### src/rtl/dss_pkg.sv
package dss_pkg;

    typedef struct packed {
        logic ras_n;
        logic cas_n;
        logic col;
    } strobe_t;

    localparam strobe_t STROBE_IDLE = '{ras_n: 1'b1, cas_n: 1'b1, col: 1'b0};

    // Number of ticks the generated refresh+access sequence occupies.
    localparam int unsigned SEQ_LEN = 8;

    // Strobe levels for each tick of the processor half.
    function automatic strobe_t proc_pattern(input int unsigned t);
        strobe_t s;
        s = STROBE_IDLE;
        case (t)
            0: s = '{ras_n: 1'b1, cas_n: 1'b0, col: 1'b0}; // refresh: column strobe leads
            1: s = '{ras_n: 1'b0, cas_n: 1'b0, col: 1'b0};
            2: s = '{ras_n: 1'b0, cas_n: 1'b0, col: 1'b0};
            3: s = STROBE_IDLE;                            // precharge gap
            4: s = '{ras_n: 1'b0, cas_n: 1'b1, col: 1'b0}; // row strobe with row address
            5: s = '{ras_n: 1'b0, cas_n: 1'b1, col: 1'b1}; // switch to column address
            6: s = '{ras_n: 1'b0, cas_n: 1'b0, col: 1'b1}; // column strobe
            default: s = STROBE_IDLE;
        endcase
        return s;
    endfunction

endpackage

### src/rtl/dss_phase_tracker.sv
module dss_phase_tracker #(
    parameter int HALF_TICKS = 8,
    parameter int CW         = 4
) (
    input  logic          clk,
    input  logic          rst,
    input  logic          phi,
    input  logic          steal,
    output logic [CW-1:0] tick,
    output logic          started,
    output logic          steal_lat
);
    localparam logic [CW-1:0] LAST_PROC = CW'(HALF_TICKS - 1);

    logic phi_q;
    logic rise;

    assign rise = phi & ~phi_q;

    always_ff @(posedge clk) begin
        if (rst) begin
            phi_q     <= 1'b1;   // a phase already high at reset is not a rise
            tick      <= '0;
            started   <= 1'b0;
            steal_lat <= 1'b0;
        end else begin
            phi_q <= phi;
            if (rise) begin
                tick      <= '0;
                started   <= 1'b1;
                steal_lat <= steal;
            end else begin
                tick <= tick + 1'b1;
                if (tick == LAST_PROC) begin
                    steal_lat <= steal;
                end
            end
        end
    end
endmodule

### src/rtl/dss_pattern_gen.sv
module dss_pattern_gen
    import dss_pkg::*;
#(
    parameter int CW = 4
) (
    input  logic [CW-1:0] tick,
    output strobe_t       pat
);
    always_comb begin
        pat = proc_pattern(int'(unsigned'(tick)));
    end
endmodule

### src/rtl/dss_strobe_out.sv
module dss_strobe_out
    import dss_pkg::*;
(
    input  logic    clk,
    input  logic    rst,
    input  logic    started,
    input  logic    gen,
    input  strobe_t pat,
    input  strobe_t vid,
    output strobe_t q
);
    always_ff @(posedge clk) begin
        if (rst || !started) begin
            q <= STROBE_IDLE;
        end else if (gen) begin
            q <= pat;
        end else begin
            q <= vid;
        end
    end
endmodule

### src/rtl/dram_strobe_seq.sv
module dram_strobe_seq
    import dss_pkg::*;
#(
    parameter int HALF_TICKS = 8
) (
    input  logic clk,
    input  logic rst,
    input  logic phi,
    input  logic steal,
    input  logic vid_ras_n,
    input  logic vid_cas_n,
    input  logic vid_col,
    output logic ras_n,
    output logic cas_n,
    output logic col_sel
);
    localparam int CW = $clog2(2 * HALF_TICKS);
    localparam logic [CW-1:0] HALF_END = CW'(HALF_TICKS);

    logic [CW-1:0] tick_q;
    logic          started_q;
    logic          steal_q;
    logic          gen;
    strobe_t       pat;
    strobe_t       vid;
    strobe_t       drv;

    dss_phase_tracker #(.HALF_TICKS(HALF_TICKS), .CW(CW)) u_trk (
        .clk       (clk),
        .rst       (rst),
        .phi       (phi),
        .steal     (steal),
        .tick      (tick_q),
        .started   (started_q),
        .steal_lat (steal_q)
    );

    dss_pattern_gen #(.CW(CW)) u_pat (
        .tick (tick_q),
        .pat  (pat)
    );

    assign gen = (tick_q < HALF_END) && !steal_q;
    assign vid = '{ras_n: vid_ras_n, cas_n: vid_cas_n, col: vid_col};

    dss_strobe_out u_out (
        .clk     (clk),
        .rst     (rst),
        .started (started_q),
        .gen     (gen),
        .pat     (pat),
        .vid     (vid),
        .q       (drv)
    );

    assign ras_n   = drv.ras_n;
    assign cas_n   = drv.cas_n;
    assign col_sel = drv.col;
endmodule

### config.mk
export PLATFORM = sky130hd
export DESIGN_NAME = dram_strobe_seq
export DESIGN_NICKNAME = d
export VERILOG_FILES = /design/src/rtl/dss_pkg.sv /design/src/rtl/dss_phase_tracker.sv /design/src/rtl/dss_pattern_gen.sv /design/src/rtl/dss_strobe_out.sv /design/src/rtl/dram_strobe_seq.sv
export SDC_FILE = /design/constraint.sdc
export NUM_CORES = 1
export LEC_CHECK = 0
export BUFFER_PORTS_ARGS = -buffer_cell sky130_fd_sc_hd__clkbuf_2
export CAP_MARGIN = 30
export CORE_AREA = 2 2 39 41
export CTS_CLUSTER_SIZE = 20
export DETAILED_ROUTE_END_ITERATION = 16
export DIE_AREA = 0 0 41 43
export GPL_TIMING_DRIVEN = 0
export SLEW_MARGIN = 15
export SYNTH_ARGS = -nofsm -noshare
export SYNTH_HDL_FRONTEND = slang
export SYNTH_SLANG_ARGS = --single-unit
### constraint.sdc
create_clock -name clk -period 1.2 [get_ports clk]
set_input_delay 0.06 -clock clk [delete_from_list [all_inputs] [get_ports clk]]
set_output_delay 0.06 -clock clk [all_outputs]
set_load 0.01 [all_outputs]
### After elaboration in Yosys (flattened, before gate mapping)

Cells that the tools add are included.

* flip-flop bits (word level): 10
* input port bits: 7
* output and inout bits: 3
* word-level logic and storage cells: 29

* $add $sub $neg: 1
* $lt $le $gt $ge: 1
* equal/unequal tests: 6
* multiplexer cells: 4
* bitwise logic cells: 2
* reductions and logical operators: 8

Operators by type and width (count)
* $eq 4x3->1 const B: 4
* $pmux 3 s5: 1
* $add 4x1->4 const B: 1
* $eq 4x1->1 const B: 1
* $eq 4x2->1 const B: 1
* $logic_not 4->1: 1
* $lt 4x4->1 const B: 1
* $reduce_or 2->1: 2
* $mux 3: 1
* $logic_not 1->1: 2
* $mux 1: 2
* $reduce_bool 2->1: 1
* $and 1x1->1: 1
* $logic_and 1x1->1: 1
* $logic_or 1x1->1: 1
* $not 1->1: 1

### Depth between registers and ports, before layout

* depth in word-level cells: 4
* depth in mapped cells: 5

### Modules after synthesis

A second synthesis with hierarchy kept.

* cells, all modules: 43
* area, all modules: 416.6 um^2

Modules (own cells, without submodules)
* dss_phase_tracker: instances 1, cells each 26, area an instance 262.8 um^2, seq. area each 140.1 um^2
* dss_strobe_out: instances 1, cells each 10, area an instance 110.1 um^2, seq. area each 60.1 um^2
* dss_pattern_gen: instances 1, cells each 6, area an instance 40.0 um^2, seq. area each 0.0 um^2
* dram_strobe_seq: instances 1, cells each 1, area an instance 3.8 um^2, seq. area each 0.0 um^2

### Least setup slack after synthesis

No wires, ideal clock.

* kind: flip-flop to flip-flop
* start: register u_trk.tick[0]
* end: register u_out.q[2] (netlist name)
* data arrival time: 1073 ps
* data required time: 1077 ps
* slack: 4 ps
* cell stages (with the launch flop): 5
* path buffers: 0
* period minus slack after synthesis: 1196 ps
* cells stage by stage: dfxtp_1 inv_1 ha_1 a2111oi_2 o21ai_1

* cells in the longest elaborated chain, start to end: 4
* elaborated cells between the ends (all ways): 11
* those cells by class: 1 x order compare; 5 x eq/ne; 2 x mux; 3 x reduce/logical

RTL lines
* start, declared: RTL line dss_phase_tracker.sv:9 `output logic [CW-1:0] tick,`
* start signal, assigned: RTL line dss_phase_tracker.sv:33 `tick <= tick + 1'b1;`
* $eq 4x1->1 / $eq 4x2->1 (equally long branches): RTL line dss_pkg.sv:18 `case (t)`
* $reduce_or 2->1 (no line)
* $pmux 3 s5: RTL line dss_pkg.sv:18
* $mux 3 (*): RTL line dss_strobe_out.sv:15 `end else if (gen) begin`
* end signal, assigned: RTL line dss_strobe_out.sv:16 `q <= pat;`
* end signal, assigned: RTL line dss_strobe_out.sv:18 `q <= vid;`
* end, declared: RTL line dss_strobe_out.sv:10 `output strobe_t q`

Mark *: on every way between the ends. The rest lies on a longest branch, timed or not.
A chain may end at the register's enable or synchronous reset.

### Final worst setup path

* start: register u_trk.tick[1]
* end: register u_out.q[2] (netlist name)

The elaborated chain is that of the path after synthesis.

==> flow_metrics.tcl <==
set metrics [dict create \
    die_w_um 41 \
    tritoncts "built" \
    synth_nets 59 \
    routed-via-count 366 \
    cts_buffers 3 \
    ys.warnings.count 0 \
    drive_gt1_share_pct 34.92 \
    drv_cap 0 \
    ys_types 20 \
    grt.total_usage_pct 11.18 \
    grt_max_degree 7 \
    preCtsSetupSlack_ps -81.09 \
    diodes 0 \
    multiInputGateArea_um2 246.5 \
    yosysSeqAreaShare_pct 45.20 \
    worst_hold_path_type "primary input to register" \
    power.switching_w 0.0001829 \
    cp-end-kind "register" \
    critPathKind "register to register" \
    first_iter_violations 4 \
    period_share_pct 98.90 \
    top_level_ports 10 \
    post_drt_via_cell_ratio 4.633 \
    area_growth_pct 33.05 \
    rsz0062_at_grt "yes" \
    final_area_um2 589.3 \
    worstPathArrival_ps 1340 \
    synth_area_per_cell_um2 9.228 \
    path_cells "inv_1 > ha_2 > a2111oi_4 > o21ai_1" \
    yosys_register_bits 10 \
    fill_cells 148 \
    cp-start-kind "register" \
    antenna_found_initial 0 \
    dr.pass1.iters 2 \
    power_frac_clock_pct 39.3 \
    relSlewSlack_pct 80.94 \
    p_leak_nw 0.2439 \
    hpwlAfterDp_um 547.9 \
    timing.final.ws_setup_ps 13.19 \
    wl_per_cell_um 10.53 \
    netlist_area_um2 442.9 \
    finalPower_w 0.0007712 \
    clk_latency_ps 260 \
    numClockSinks 10 \
    worstMarginPinSlew_ps 284.4 \
    routabilityCongestion 0.6422 \
    design.core.area_mm2 0.001384 \
    pwr-share-seq_pct 46.9 \
    remaining_drc_errors 0 \
    r2r_slack_ps 10 \
    port_buffers 9 \
    internal_power_w 0.0005883 \
    synth_top_area_share_pct 45.20 \
    crit_start "u_trk.tick[1]" \
    finalClockSkew_ps 5.094 \
    min_from "rst" \
    totalWireLength_um 832 \
    layout_commonest_cell "clkbuf_2" \
    final_cell_mix "clkbuf_2 (9), nor2_1 (8), dfxtp_1 (8)" \
    clk_pin_slew_ps 70 \
    seqCellArea_um2 205.2 \
    p_comb_share_pct 13.8 \
    grt_pass1_vias 314 \
    r2r_start "u_trk.tick[1]" \
    grt_overflow 0 \
    setup_violations 0 \
    synthTopCellsByArea "dfxtp_1 (45%), ha_1 (11%), nor2_1 (6.8%)" \
    fin_tns_setup_ps 0 \
    placementRows 14 \
    cts_max_path_buffers 2 \
    power.density_mw_per_mm2 1309 \
    fin_crit_ps 1187 \
    root_buffer "clkbuf_4" \
    num-nets-final 75 \
    post_dp_cell_area_um2 508.0 \
    status "finished, final reports clean" \
    hold_depth 2 \
    finalHoldViolCount 0 \
    reg2reg_depth 4 \
    cpPeakStageDelay_ps 350 \
    switching_share_pct 23.72 \
    initial_utilization_pct 32.01 \
    synth_area_leader_cell "dfxtp_1" \
    crit_fanout 4 \
    fin_util_pct 42.59 \
    maxSlewViolCount 0 \
    cp.required_ps 1350 \
    ant_nets 0 \
    max_freq_mhz 842.6 \
    die_h_um 43 \
    grt_pass1_wl_um 1269 \
    die_area_mm2 0.001763 \
    cpMaxStageDelayCell "dfxtp_2" \
    ir_drop_v 0.0006074 \
    htree_levels 1 \
    netlist_instances 48 \
]
==> per-stage QoR <==
stage	hold slack, ps	instances
2_1_floorplan	132.4	48
3_3_place_gp	259.9	73
3_5_place_dp	267.6	73
4_1_cts	8.031	79
5_1_grt	25.47	79
6_report	15.36	79
==> sequential cells by signal (all words and copies together), names as in the netlist <==
name             count
u_trk.phi_q          1
u_trk.started        1
u_out.q              3
u_trk.steal_lat      1
u_trk.tick           4
==> synth_stat cells (all sizes together) <==
cell,instances
dfxtp,10
nand3,2
mux2i,1
nor2,8
nor2b,2
a31oi,1
a21boi,1
o211ai,1
inv,5
nand2b,2
o21a,1
o21ai,4
xnor2,2
ha,4
a2111oi,1
nor3,1
or2,2
==> metal layers <==
metal	share of wire [%]	vias to the layer above	GRT usage, %
met5	0	-	0
met4	2.8	0	10.00
met3	3.1	5	3.141
met2	50	11	15.00
met1	44	157	13.64
li1	-	193	-
==> critical path: cells and delay by family, from the launching register on <==
family                     cells  cell delay [ps]
AOI/OAI and AO/OA              2              440
adders and majority gates      1              220
buffers and inverters          1               60
DFF                            1              350
==> path summary, 6_finish.rpt <==
check	endpoint
worst min register to register	u_trk.tick[0]
worst max register to register	u_out.q[2]
worst max-delay path	u_out.q[2]
worst min-delay path	u_trk.started
==> final cells by class <==
type	count	share of cell area, %
clock buffer	4	6.157
inverter	5	3.185
multi-input combinational	33	41.83
sequential	10	34.82
tap	16	3.397
timing repair buffer	11	10.62
==> cells by family after synthesis <==
logic type / synth area share (%)
flops: 45.20
buf+inv: 4.235
xor+xnor: 3.956
compound gates: 14.41
fa+ha+maj: 11.30
mux: 2.260
simple gates: 18.64
==> power by group through the flow <==
stage               combinational, W  clock, W  sequential (W)
global placement           0.0000791         0        0.000368
finish                      0.000106  0.000303        0.000362
CTS                        0.0000942  0.000316        0.000362
detailed placement         0.0000809         0        0.000368
floorplan                  0.0000586         0        0.000366
global route                0.000124  0.000329        0.000364
==> timing repair <==
action,in CTS,in global routing
setup endpoints to repair,2,3
buffers inserted,1,0
gates resized for setup,5,3
pin swaps,2,1
hold buffers,1,0
endpoints found under the hold margin,1,0
Power figures use the tool's default switching activity.
